$ cat src/rtl/sync_pkg.sv
package sync_pkg;

  typedef enum logic [1:0] {
    MODE_SLEEP = 2'b00,
    MODE_PALM  = 2'b01,
    MODE_PAL   = 2'b10,
    MODE_NTSC  = 2'b11
  } modeSel_e;

  typedef enum logic {
    STD_525 = 1'b0,
    STD_625 = 1'b1
  } rasterStd_e;

  typedef enum logic [1:0] {
    SEL_ZERO = 2'd0,
    SEL_MID  = 2'd1,
    SEL_LAST = 2'd2
  } lineSel_e;

  // strobes from control to the counter datapath
  typedef struct packed {
    logic     sampleClr;
    logic     lineInc;
    logic     lineLoad;
    lineSel_e lineSel;
    logic     fieldSet;
    logic     fieldVal;
  } syncStrb_t;

endpackage

$ cat src/rtl/sync_ctrl.sv
module sync_ctrl
  import sync_pkg::*;
#(
  parameter int LINE_CLKS_525   = 1716,
  parameter int LINE_CLKS_625   = 1728,
  parameter int FRAME_LINES_525 = 525,
  parameter int FRAME_LINES_625 = 625,
  parameter int SAMPLE_W        = 11,
  parameter int LINE_W          = 10
) (
  input  logic                clk,
  input  logic                rstN,
  input  logic [1:0]          modeSel,
  input  logic                masterSel,
  input  logic                hsyncIn,
  input  logic                vsyncIn,
  input  logic [SAMPLE_W-1:0] sampleR,
  input  logic [LINE_W-1:0]   lineR,
  output syncStrb_t           strb,
  output logic [SAMPLE_W-1:0] lineLast,
  output logic [SAMPLE_W-1:0] lineHalf,
  output logic [LINE_W-1:0]   frameLast,
  output logic [LINE_W-1:0]   fieldMid,
  output logic                encEnable
);

  localparam logic [SAMPLE_W-1:0] LAST_525 = SAMPLE_W'(LINE_CLKS_525 - 1);
  localparam logic [SAMPLE_W-1:0] LAST_625 = SAMPLE_W'(LINE_CLKS_625 - 1);
  localparam logic [SAMPLE_W-1:0] HALF_525 = SAMPLE_W'(LINE_CLKS_525 / 2);
  localparam logic [SAMPLE_W-1:0] HALF_625 = SAMPLE_W'(LINE_CLKS_625 / 2);
  localparam logic [SAMPLE_W-1:0] QTR_525  = SAMPLE_W'(LINE_CLKS_525 / 4);
  localparam logic [SAMPLE_W-1:0] QTR_625  = SAMPLE_W'(LINE_CLKS_625 / 4);
  localparam logic [SAMPLE_W-1:0] TQ_525   = SAMPLE_W'((3 * LINE_CLKS_525) / 4);
  localparam logic [SAMPLE_W-1:0] TQ_625   = SAMPLE_W'((3 * LINE_CLKS_625) / 4);
  localparam logic [LINE_W-1:0]   FL_525   = LINE_W'(FRAME_LINES_525 - 1);
  localparam logic [LINE_W-1:0]   FL_625   = LINE_W'(FRAME_LINES_625 - 1);
  localparam logic [LINE_W-1:0]   MID_525  = LINE_W'(FRAME_LINES_525 / 2);
  localparam logic [LINE_W-1:0]   MID_625  = LINE_W'(FRAME_LINES_625 / 2);
  localparam int                  N_PINS   = 2;

  rasterStd_e          stdR, stdNext;
  logic [N_PINS-1:0]   pinIn, pinFall;
  logic                hsFall, vsFall, lineEnd;
  logic [SAMPLE_W-1:0] quarter, threeQ;

  // falling-edge detectors for the two sync inputs
  assign pinIn = {vsyncIn, hsyncIn};
  for (genvar g = 0; g < N_PINS; g++) begin : g_edge
    logic prevQ;
    always_ff @(posedge clk or negedge rstN) begin
      if (!rstN) prevQ <= 1'b1;
      else       prevQ <= pinIn[g];
    end
    assign pinFall[g] = prevQ & ~pinIn[g];
  end
  assign hsFall = pinFall[0];
  assign vsFall = pinFall[1];

  // standard select; sleep holds the previous standard
  always_comb begin
    unique case (modeSel)
      MODE_PAL:             stdNext = STD_625;
      MODE_NTSC, MODE_PALM: stdNext = STD_525;
      default:              stdNext = stdR;
    endcase
  end

  always_ff @(posedge clk or negedge rstN) begin
    if (!rstN) stdR <= STD_525;
    else       stdR <= stdNext;
  end

  assign lineLast  = (stdR == STD_625) ? LAST_625 : LAST_525;
  assign lineHalf  = (stdR == STD_625) ? HALF_625 : HALF_525;
  assign quarter   = (stdR == STD_625) ? QTR_625  : QTR_525;
  assign threeQ    = (stdR == STD_625) ? TQ_625   : TQ_525;
  assign frameLast = (stdR == STD_625) ? FL_625   : FL_525;
  assign fieldMid  = (stdR == STD_625) ? MID_625  : MID_525;
  assign encEnable = (modeSel != MODE_SLEEP);

  assign lineEnd = (sampleR >= lineLast);

  always_comb begin
    strb = '0;
    strb.lineSel = SEL_ZERO;
    if (masterSel) begin
      strb.sampleClr = lineEnd;
      strb.lineInc   = lineEnd;
      if (lineEnd && (lineR >= frameLast)) begin
        strb.lineLoad = 1'b1;
        strb.lineSel  = SEL_ZERO;
        strb.fieldSet = 1'b1;
        strb.fieldVal = 1'b0;
      end
      if ((lineR == fieldMid) && (sampleR == lineHalf - 1'b1)) begin
        strb.fieldSet = 1'b1;
        strb.fieldVal = 1'b1;
      end
    end else begin
      strb.sampleClr = hsFall | lineEnd;
      strb.lineInc   = hsFall;
      if (vsFall) begin
        strb.lineLoad = 1'b1;
        strb.fieldSet = 1'b1;
        if (hsFall || (sampleR < quarter)) begin
          strb.lineSel  = SEL_ZERO;
          strb.fieldVal = 1'b0;
        end else if (sampleR >= threeQ) begin
          strb.lineSel  = SEL_LAST;
          strb.fieldVal = 1'b0;
        end else begin
          strb.lineSel  = SEL_MID;
          strb.fieldVal = 1'b1;
        end
      end
    end
  end


  sleep_keeps_std_chk: assert property (@(posedge clk) disable iff (!rstN)
    (modeSel == MODE_SLEEP) |=> $stable(stdR));


  line_load_sets_field_chk: assert property (@(posedge clk) disable iff (!rstN)
    strb.lineLoad |-> strb.fieldSet && (strb.fieldVal == (strb.lineSel == SEL_MID)));

endmodule

$ cat src/rtl/sync_dp.sv
module sync_dp
  import sync_pkg::*;
#(
  parameter int HSYNC_CLKS   = 64,
  parameter int VSYNC_LINES  = 2,
  parameter int HBLANK_CLKS  = 276,
  parameter int VBLANK_LINES = 20,
  parameter int SAMPLE_W     = 11,
  parameter int LINE_W       = 10
) (
  input  logic                clk,
  input  logic                rstN,
  input  logic                masterSel,
  input  syncStrb_t           strb,
  input  logic [SAMPLE_W-1:0] lineLast,
  input  logic [SAMPLE_W-1:0] lineHalf,
  input  logic [LINE_W-1:0]   frameLast,
  input  logic [LINE_W-1:0]   fieldMid,
  output logic [SAMPLE_W-1:0] sampleR,
  output logic [LINE_W-1:0]   lineR,
  output logic                fieldR,
  output logic                hsyncOut,
  output logic                vsyncOut,
  output logic                syncOe,
  output logic                hBlank,
  output logic                vBlank
);

  localparam logic [SAMPLE_W-1:0] HS_END = SAMPLE_W'(HSYNC_CLKS);
  localparam logic [SAMPLE_W-1:0] HB_END = SAMPLE_W'(HBLANK_CLKS);
  localparam logic [LINE_W-1:0]   VS_N   = LINE_W'(VSYNC_LINES);
  localparam logic [LINE_W-1:0]   VB_N   = LINE_W'(VBLANK_LINES);

  logic [LINE_W-1:0] lineLoadVal, vsEndLine;
  logic              hsActive, vsActive;

  always_comb begin
    unique case (strb.lineSel)
      SEL_MID:  lineLoadVal = fieldMid;
      SEL_LAST: lineLoadVal = frameLast;
      default:  lineLoadVal = '0;
    endcase
  end

  always_ff @(posedge clk or negedge rstN) begin
    if (!rstN) begin
      sampleR <= '0;
      lineR   <= '0;
      fieldR  <= 1'b0;
    end else begin
      sampleR <= strb.sampleClr ? '0 : sampleR + 1'b1;
      if (strb.lineLoad)     lineR <= lineLoadVal;
      else if (strb.lineInc) lineR <= (lineR >= frameLast) ? '0 : lineR + 1'b1;
      if (strb.fieldSet)     fieldR <= strb.fieldVal;
    end
  end

  assign vsEndLine = fieldMid + VS_N;
  assign hsActive  = (sampleR < HS_END);
  assign vsActive  = (lineR < VS_N)
                   || ((lineR == fieldMid) && (sampleR >= lineHalf))
                   || ((lineR > fieldMid) && (lineR < vsEndLine))
                   || ((lineR == vsEndLine) && (sampleR < lineHalf));

  assign syncOe   = masterSel;
  assign hsyncOut = masterSel ? ~hsActive : 1'b1;
  assign vsyncOut = masterSel ? ~vsActive : 1'b1;
  assign hBlank   = (sampleR < HB_END);
  assign vBlank   = (lineR < VB_N) || ((lineR >= fieldMid) && (lineR < fieldMid + VB_N));


  sample_clear_chk: assert property (@(posedge clk) disable iff (!rstN)
    strb.sampleClr |=> (sampleR == '0));


  slave_quiet_chk: assert property (@(posedge clk) disable iff (!rstN)
    !masterSel |-> (hsyncOut && vsyncOut && !syncOe));


  frame_start_field_chk: assert property (@(posedge clk) disable iff (!rstN)
    (masterSel && (sampleR == '0) && (lineR == '0)) |-> !fieldR);


  sample_step_chk: assert property (@(posedge clk) disable iff (!rstN)
    (masterSel && (sampleR < lineLast)) |=> (sampleR == $past(sampleR) + 1'b1));

endmodule

$ cat src/rtl/sync_timer.sv
module sync_timer
  import sync_pkg::*;
#(
  parameter int LINE_CLKS_525   = 1716,
  parameter int LINE_CLKS_625   = 1728,
  parameter int FRAME_LINES_525 = 525,
  parameter int FRAME_LINES_625 = 625,
  parameter int HSYNC_CLKS      = 64,
  parameter int VSYNC_LINES     = 2,
  parameter int HBLANK_CLKS     = 276,
  parameter int VBLANK_LINES    = 20,
  localparam int SAMPLE_W = $clog2((LINE_CLKS_625 > LINE_CLKS_525) ? LINE_CLKS_625 : LINE_CLKS_525),
  localparam int LINE_W   = $clog2((FRAME_LINES_625 > FRAME_LINES_525) ? FRAME_LINES_625 : FRAME_LINES_525)
) (
  input  logic                clk,
  input  logic                rstN,
  input  logic [1:0]          modeSel,
  input  logic                masterSel,
  input  logic                hsyncIn,
  input  logic                vsyncIn,
  output logic                hsyncOut,
  output logic                vsyncOut,
  output logic                syncOe,
  output logic [SAMPLE_W-1:0] sampleNum,
  output logic [LINE_W-1:0]   lineNum,
  output logic                evenField,
  output logic                hBlank,
  output logic                vBlank,
  output logic                encEnable
);

  syncStrb_t           strb;
  logic [SAMPLE_W-1:0] lineLast, lineHalf;
  logic [LINE_W-1:0]   frameLast, fieldMid;

  sync_ctrl #(
    .LINE_CLKS_525(LINE_CLKS_525), .LINE_CLKS_625(LINE_CLKS_625),
    .FRAME_LINES_525(FRAME_LINES_525), .FRAME_LINES_625(FRAME_LINES_625),
    .SAMPLE_W(SAMPLE_W), .LINE_W(LINE_W)
  ) i_ctrl (
    .clk(clk), .rstN(rstN), .modeSel(modeSel), .masterSel(masterSel),
    .hsyncIn(hsyncIn), .vsyncIn(vsyncIn), .sampleR(sampleNum), .lineR(lineNum),
    .strb(strb), .lineLast(lineLast), .lineHalf(lineHalf),
    .frameLast(frameLast), .fieldMid(fieldMid), .encEnable(encEnable)
  );

  sync_dp #(
    .HSYNC_CLKS(HSYNC_CLKS), .VSYNC_LINES(VSYNC_LINES),
    .HBLANK_CLKS(HBLANK_CLKS), .VBLANK_LINES(VBLANK_LINES),
    .SAMPLE_W(SAMPLE_W), .LINE_W(LINE_W)
  ) i_dp (
    .clk(clk), .rstN(rstN), .masterSel(masterSel), .strb(strb),
    .lineLast(lineLast), .lineHalf(lineHalf), .frameLast(frameLast), .fieldMid(fieldMid),
    .sampleR(sampleNum), .lineR(lineNum), .fieldR(evenField),
    .hsyncOut(hsyncOut), .vsyncOut(vsyncOut), .syncOe(syncOe),
    .hBlank(hBlank), .vBlank(vBlank)
  );

endmodule

$ cat config.mk
export PLATFORM = sky130hd
export DESIGN_NAME = sync_timer
export DESIGN_NICKNAME = d
export VERILOG_FILES = /design/src/rtl/sync_pkg.sv /design/src/rtl/sync_ctrl.sv /design/src/rtl/sync_dp.sv /design/src/rtl/sync_timer.sv
export SDC_FILE = /design/constraint.sdc
export NUM_CORES = 1
export LEC_CHECK = 0
export BUFFER_PORTS_ARGS = -buffer_cell sky130_fd_sc_hd__buf_2
export CAP_MARGIN = 20
export CORE_ASPECT_RATIO = 0.5
export CORE_MARGIN = 8
export CORE_UTILIZATION = 40
export DETAILED_ROUTE_END_ITERATION = 6
export PLACE_DENSITY = 0.67
export RECOVER_POWER = 50
export SETUP_SLACK_MARGIN = 0.02
export SLEW_MARGIN = 20
export SYNTH_ARGS = -nofsm -noshare
export SYNTH_HDL_FRONTEND = slang
export SYNTH_SLANG_ARGS = --single-unit
$ cat constraint.sdc
create_clock -name clk -period 3.4 [get_ports clk]
set_input_delay 0.17 -clock clk [delete_from_list [all_inputs] [get_ports clk]]
set_output_delay 0.17 -clock clk [all_outputs]
set_load 0.02 [all_outputs]
After elaboration in Yosys (flattened, before gate mapping):

Cells that the tools add are included.

* bits in registers: 25
* output and inout bits: 28
* logic and storage cells: 77

* add/subtract/negate cells: 5
* order comparisons: 14
* equality and inequality tests: 8
* multiplexer cells: 22
* bitwise gates (word level): 7
* reductions and logical operators: 15

Operators with widths (number)
* $mux 10: 3
* $ge 11x11->1: 2
* $lt 10x10->1: 2
* $mux 5: 4
* $pmux 10 s2: 1
* $mux 7: 2
* $mux 6: 2
* $add 11x1->11 const B: 1
* $eq 11x11->1: 1
* $ge 11x10->1: 1
* $lt 11x10->1: 1
* $lt 11x11->1: 1
* $lt 11x7->1 const B: 1
* $lt 11x9->1 const B: 1
* $mux 11: 1
* $sub 11x1->11 const B: 1
* $add 10x1->10 const B: 1
* $add 9x2->10 const B: 1
* $add 9x5->10 const B: 1
* $eq 10x10->1: 1
* $eq 10x9->1: 1
* $ge 10x10->1: 1
* $ge 10x9->1: 1
* $gt 10x9->1: 1
* 15 further kinds: 38

Depth between registers and ports, before layout:

* word-level depth: 9
* gate-level depth with buffers: 11

By module:

Synthesis repeated with hierarchy kept, for this count alone.

* cells, all modules: 447
* area total of the unflattened synthesis: 3652.3 um2

Modules (own cells, without submodules)
* sync_dp: instances 1, cells each 331, area each 2721.4 um2, sequential area each 550.5 um2
* sync_ctrl: instances 1, cells each 116, area each 930.9 um2, sequential area each 77.6 um2

Worst setup path before layout:

Ideal clock, no wire load.

* path type: register -> register
* start point: register i_ctrl.stdR
* end point: register i_dp.lineR[4]
* setup time: 0.104 ns
* arrival: 2.453 ns
* setup slack: 0.843 ns
* stages on the path, launching flop included: 12
* buffers on the path: 0
* period minus slack after synthesis: 2.557 ns
* path through: dfrtp_1 > inv_1 > ha_1 > nand2b_1 > a21oi_1 > o21ai_0 > a41oi_1 > nand2_1 > ha_1 > nor2_1 > o221ai_1 > o311ai_1

* cells in the longest elaborated chain, start to end: 9

Ends and longest elaborated chain
* from (decl): line sync_ctrl.sv:41 `rasterStd_e stdR, stdNext;`
* from (signal assigned): line sync_ctrl.sv:70 `else stdR <= stdNext;`
* $mux 5 (on tied branches): line sync_ctrl.sv:76, sync_ctrl.sv:75
* $ge 11x11->1 / $lt 11x11->1 (equally long branches): line sync_ctrl.sv:108, sync_ctrl.sv:105
* $mux 2 / $logic_or 1x1->1 (equally long branches): line sync_ctrl.sv:108, sync_ctrl.sv:105
* $mux 2: line sync_ctrl.sv:105 `if (hsFall || (sampleR < quarter)) begin`
* $mux 5: line sync_ctrl.sv:102 `if (vsFall) begin`
* $mux 7: line sync_ctrl.sv:86 `if (masterSel) begin`
* $eq 2x2->1 / $eq 2x1->1 (equally long branches): line sync_dp.sv:38 `unique case (strb.lineSel)`
* $pmux 10 s2: line sync_dp.sv:38
* $mux 10: line sync_dp.sv:52 `if (strb.lineLoad) lineR <= lineLoadVal;`
* to (signal assigned): line sync_dp.sv:52
* to (signal assigned): line sync_dp.sv:53 `else if (strb.lineInc) lineR <= (lineR >= frameLast) ? '0 : lineR + 1'b1;`
* to (decl): line sync_dp.sv:20 `output logic [LINE_W-1:0] lineR,`

Several ways; a longest one is shown, not always the timed one. The select of a mux whose other input is x is not followed.
A chain may end at the register's enable or synchronous reset.

Final worst setup path:

Ends and elaborated chain as after synthesis.

==> out/results.txt <==
The clock latency on the worst-skew pair is 0.26 ns, and the H-tree depth reported by CTS is 1. The estimated wirelength of the detail-placed design was 4950 um; the final count of negative-setup-slack endpoints was 0. The minimum setup slack after placement is 0.572 ns, and the arrival time of data at the critical path endpoint is 3.08 ns. The tools report the startpoint of the worst hold path as vsyncIn. The number of failing hold endpoints at the final stage was 0. Number of cell instances on the worst register-to-register path: 7. The flow ran to the end, and the final reports show no timing, DRC or antenna violations. The initial antenna violation count was 0. Post-CTS repair changed the size of 0 cells. The total via count after detailed routing came out at 2,306. The number of buffers inserted by port buffering is 34. The tools report the final global-route overflow total as 0. The top-level I/O count was 35. The tools report the minimum setup slack among reg-to-reg paths as 0.47 ns. The logs give 2 for the post-cts hold buffer count and 0.903 for the weighted congestion at the end of routability-driven global placement. The pin count of the biggest net entering global routing was 26. The run gives 0.268 as the portion of the post-synthesis area used by sequential elements. TritonCTS built the clock tree. The dominant synthesized flop cell is sky130_fd_sc_hd__dfrtp_1. The logs give 0 for the final-report max-slew violation count and 0 for the remaining design rule violation count. For hold timing, the worst endpoint is i_ctrl.g_edge[1].prevQ. During synthesis, Yosys emitted a total of 0 warnings. Root buffer cell: sky130_fd_sc_hd__clkbuf_16. The placement row count is 19. The run gives 0.150 as the aggregate global-route resource usage. The worst hold path cell count came out at 1.

The worst path in the final design needs a cycle of 2.93 ns, including I/O delays and setup. Each instance of the synthesized netlist takes up on average 8.41 sq um. The final clock skew came out at 0.00569 ns. The tools report the first-pass detailed-route iteration total as 5.

The kind of start point of the critical path was a flop. The via count of the first global-routing pass is 2,240, and the area of the placeable core is 0.00556 sq mm. Power spread over the standard cell area amounts to 565 mW/mm^2.

Setup repair after global routing left no endpoint under its margin. No sink is reached through more buffers than the 2 on the longest clock path. The logs give 3.55 ns for the critical path required time and 312 for the number of nets produced by synthesis. At the pin with the least slew margin, the transition time is 1.47 ns. The run gives 25 as the number of sinks handled by clock tree synthesis.

The repair_antennas step left the layout with diodes totalling 0. In the final timing run, aggregate negative setup slack is 0 ns. STA classifies the critical path endpoint as a flop. The fraction of final layout cells with drive strength greater than 1 works out to 0.135. Die area: 0.00872 sq mm. The worst path meets setup with 0.474 ns of slack. The clock transition time at the flip-flop clock pins of the worst setup and hold paths was 0.07 ns. The final layout contains 338 nets. The part of the cycle the worst path needs was 0.861; the number of filler instances in the final layout was 574.

After synthesis the cells add up to 0.00235 sq mm. The post-synthesis cell type count was 62; the vertical die dimension was 70.2 um. The post-detailed-route wirelength per cell is 17.7 um. The first global-routing pass estimated 11,200 um of wire.

In this run the critical register-to-register path is launched from i_ctrl.stdR. From left edge to right edge, the die measures 124 um. Summed over all cells, the static leakage comes to 1.14 nW.

VDD sags by at most 0.289 mV. The largest fanout of any net on the critical path was 16. The path class of the tightest hold or removal check is in2reg.

The number of flops mapped to enable cells by yosys came out at 0. The tightest slew margin relative to the limit came out at 0.0205. Wire length reported by the detailed router: 6670 um. The start-to-end type of the worst setup path was reg2reg. From synthesis to final layout, the design area changed by 11.2%.

The tools report the iteration-0 DRC count of the detailed router as 190. Synthesis produced a netlist whose cell count is 279. The async set or reset register ratio after synthesis was 1.00. After clock tree synthesis, the setup repair step added 0 buffers.

In the routed layout, each cell is associated on average with a via count of 6.12. Timing would allow up to 0.342 GHz. In the final layout, the multi-input gates occupy 0.00157 sq mm.

The reg-to-reg endpoint is i_dp.lineR[4]. The number of CTS-inserted buffers was 3. The logs give 0.422 for the starting density of the core and 0 for the count of antenna-violating nets left after detailed routing. Across the run, the number of max-cap violations was 0.

The synthesized design contains 25 register bits. Sequential cell area in the final layout: 628 sq um.
-- sequential cells by signal, indices dropped and copies added, names as in the netlist --
name                 count
i_dp.fieldR              1
i_ctrl.g_edge.prevQ      2
i_dp.sampleR            11
i_ctrl.stdR              1
i_dp.lineR              10
-- layer usage --
layer,vias to the layer above,part of all wire,track usage
met5,-,0,0
met4,0,0.024,0.0530
met3,17,0.061,0.0233
met2,119,0.46,0.252
met1,1079,0.45,0.190
li1,1091,-,-
-- critical path: stages, from the launching register on --
cell and delay (ns):
sky130_fd_sc_hd__dfrtp_1 0.38, sky130_fd_sc_hd__inv_1 0.41, sky130_fd_sc_hd__ha_1 0.38, sky130_fd_sc_hd__and3b_1 0.19, sky130_fd_sc_hd__o2111a_1 0.31, sky130_fd_sc_hd__nor3_2 0.56
sky130_fd_sc_hd__o21ai_1 0.24, sky130_fd_sc_hd__o311ai_1 0.35
-- cells by family after synthesis --
logic type,Yosys count,synth area share
AOI/OAI and AO/OA,71,0.224
adders and majority gates,26,0.139
muxes,3,0.0133
DFF,25,0.268
buffers and inverters,31,0.0629
and+or+nand+nor,115,0.263
xor gates and xnor gates,8,0.0299
-- worst max-delay path by stage --
stage | start | end | slack, ns | depth (start not counted)
after floorplan | i_ctrl.stdR | i_dp.lineR[4] | 0.84 | 11
after global placement | i_ctrl.stdR | i_dp.lineR[4] | 0.63 | 11
after detailed placement | i_ctrl.stdR | i_dp.lineR[4] | 0.57 | 7
after CTS | i_ctrl.stdR | i_dp.lineR[4] | 0.51 | 11
after global routing | i_ctrl.stdR | i_dp.lineR[4] | 0.28 | 10
final | i_ctrl.stdR | i_dp.lineR[4] | 0.47 | 7
-- through the flow --
| step | total power, mW | std cells | hold WS [ns] | util | area (sq um) |
|---|---|---|---|---|---|
| final | 1.47 | 377 | 0.00986 | 0.469 | 2610 |
| after global routing | 1.59 | 377 | 0.000377 | 0.469 | 2610 |
| after CTS | 1.48 | 377 | 0.00181 | 0.472 | 2630 |
| after detailed placement | 1.19 | 371 | 0.227 | 0.454 | 2530 |
| after global placement | 1.18 | 371 | 0.201 | 0.454 | 2530 |
| after floorplan | 0.971 | 279 | -0.126 | - | 2350 |
-- power by group --
part	switching (mW)	internal, mW
clock	0.116	0.159
sequential	0.172	0.356
combinational	0.410	0.260
total	0.698	0.775
-- synth_stat cells (5+ instances only) --
cell	number	area (sq um)
sky130_fd_sc_hd__nand2_1	18	67.6
sky130_fd_sc_hd__nor3_1	6	30.0
sky130_fd_sc_hd__inv_1	14	52.6
sky130_fd_sc_hd__ha_1	26	325
sky130_fd_sc_hd__and3_1	7	43.8
sky130_fd_sc_hd__nor2_1	29	109
sky130_fd_sc_hd__o21ai_0	14	70.1
sky130_fd_sc_hd__a21oi_1	9	45.0
sky130_fd_sc_hd__buf_2	9	45.0
sky130_fd_sc_hd__o31ai_1	5	37.5
sky130_fd_sc_hd__xor2_1	5	43.8
sky130_fd_sc_hd__nand3_1	9	45.0
sky130_fd_sc_hd__nand4_1	9	56.3
sky130_fd_sc_hd__a211oi_1	6	45.0
sky130_fd_sc_hd__nand2b_1	6	37.5
sky130_fd_sc_hd__nor4_1	9	56.3
sky130_fd_sc_hd__dfrtp_1	23	576
-- layout make-up --
class | instances | share of cell area
multi-input combinational | 223 | 0.602
sequential | 25 | 0.241
timing repair buffer | 38 | 0.0715
tap | 73 | 0.0350
clock buffer | 3 | 0.0288
inverter | 14 | 0.0201
clock inverter | 1 | 0.00192
-- cell usage in the layout, fill, tap and decap left out, drive strengths merged, types with 3 or more instances in the layout --
cell | Yosys | final
and2 | 4 | 4
o221ai | 3 | 3
ha | 26 | 26
o31ai | 5 | 5
nor2 | 29 | 29
a21oi | 9 | 9
and3 | 7 | 7
o211ai | 5 | 5
nand2b | 6 | 6
or3 | 4 | 4
xnor2 | 3 | 3
dfrtp | 23 | 23
nor3 | 8 | 8
inv | 14 | 14
xor2 | 5 | 5
clkbuf | 4 | 16
nand2 | 18 | 18
nor4 | 9 | 9
o21ai | 15 | 15
nand4 | 9 | 9
a211oi | 6 | 6
buf | 13 | 23
o2111ai | 3 | 3
nand3 | 9 | 9
(Power assumes the default switching activity.)
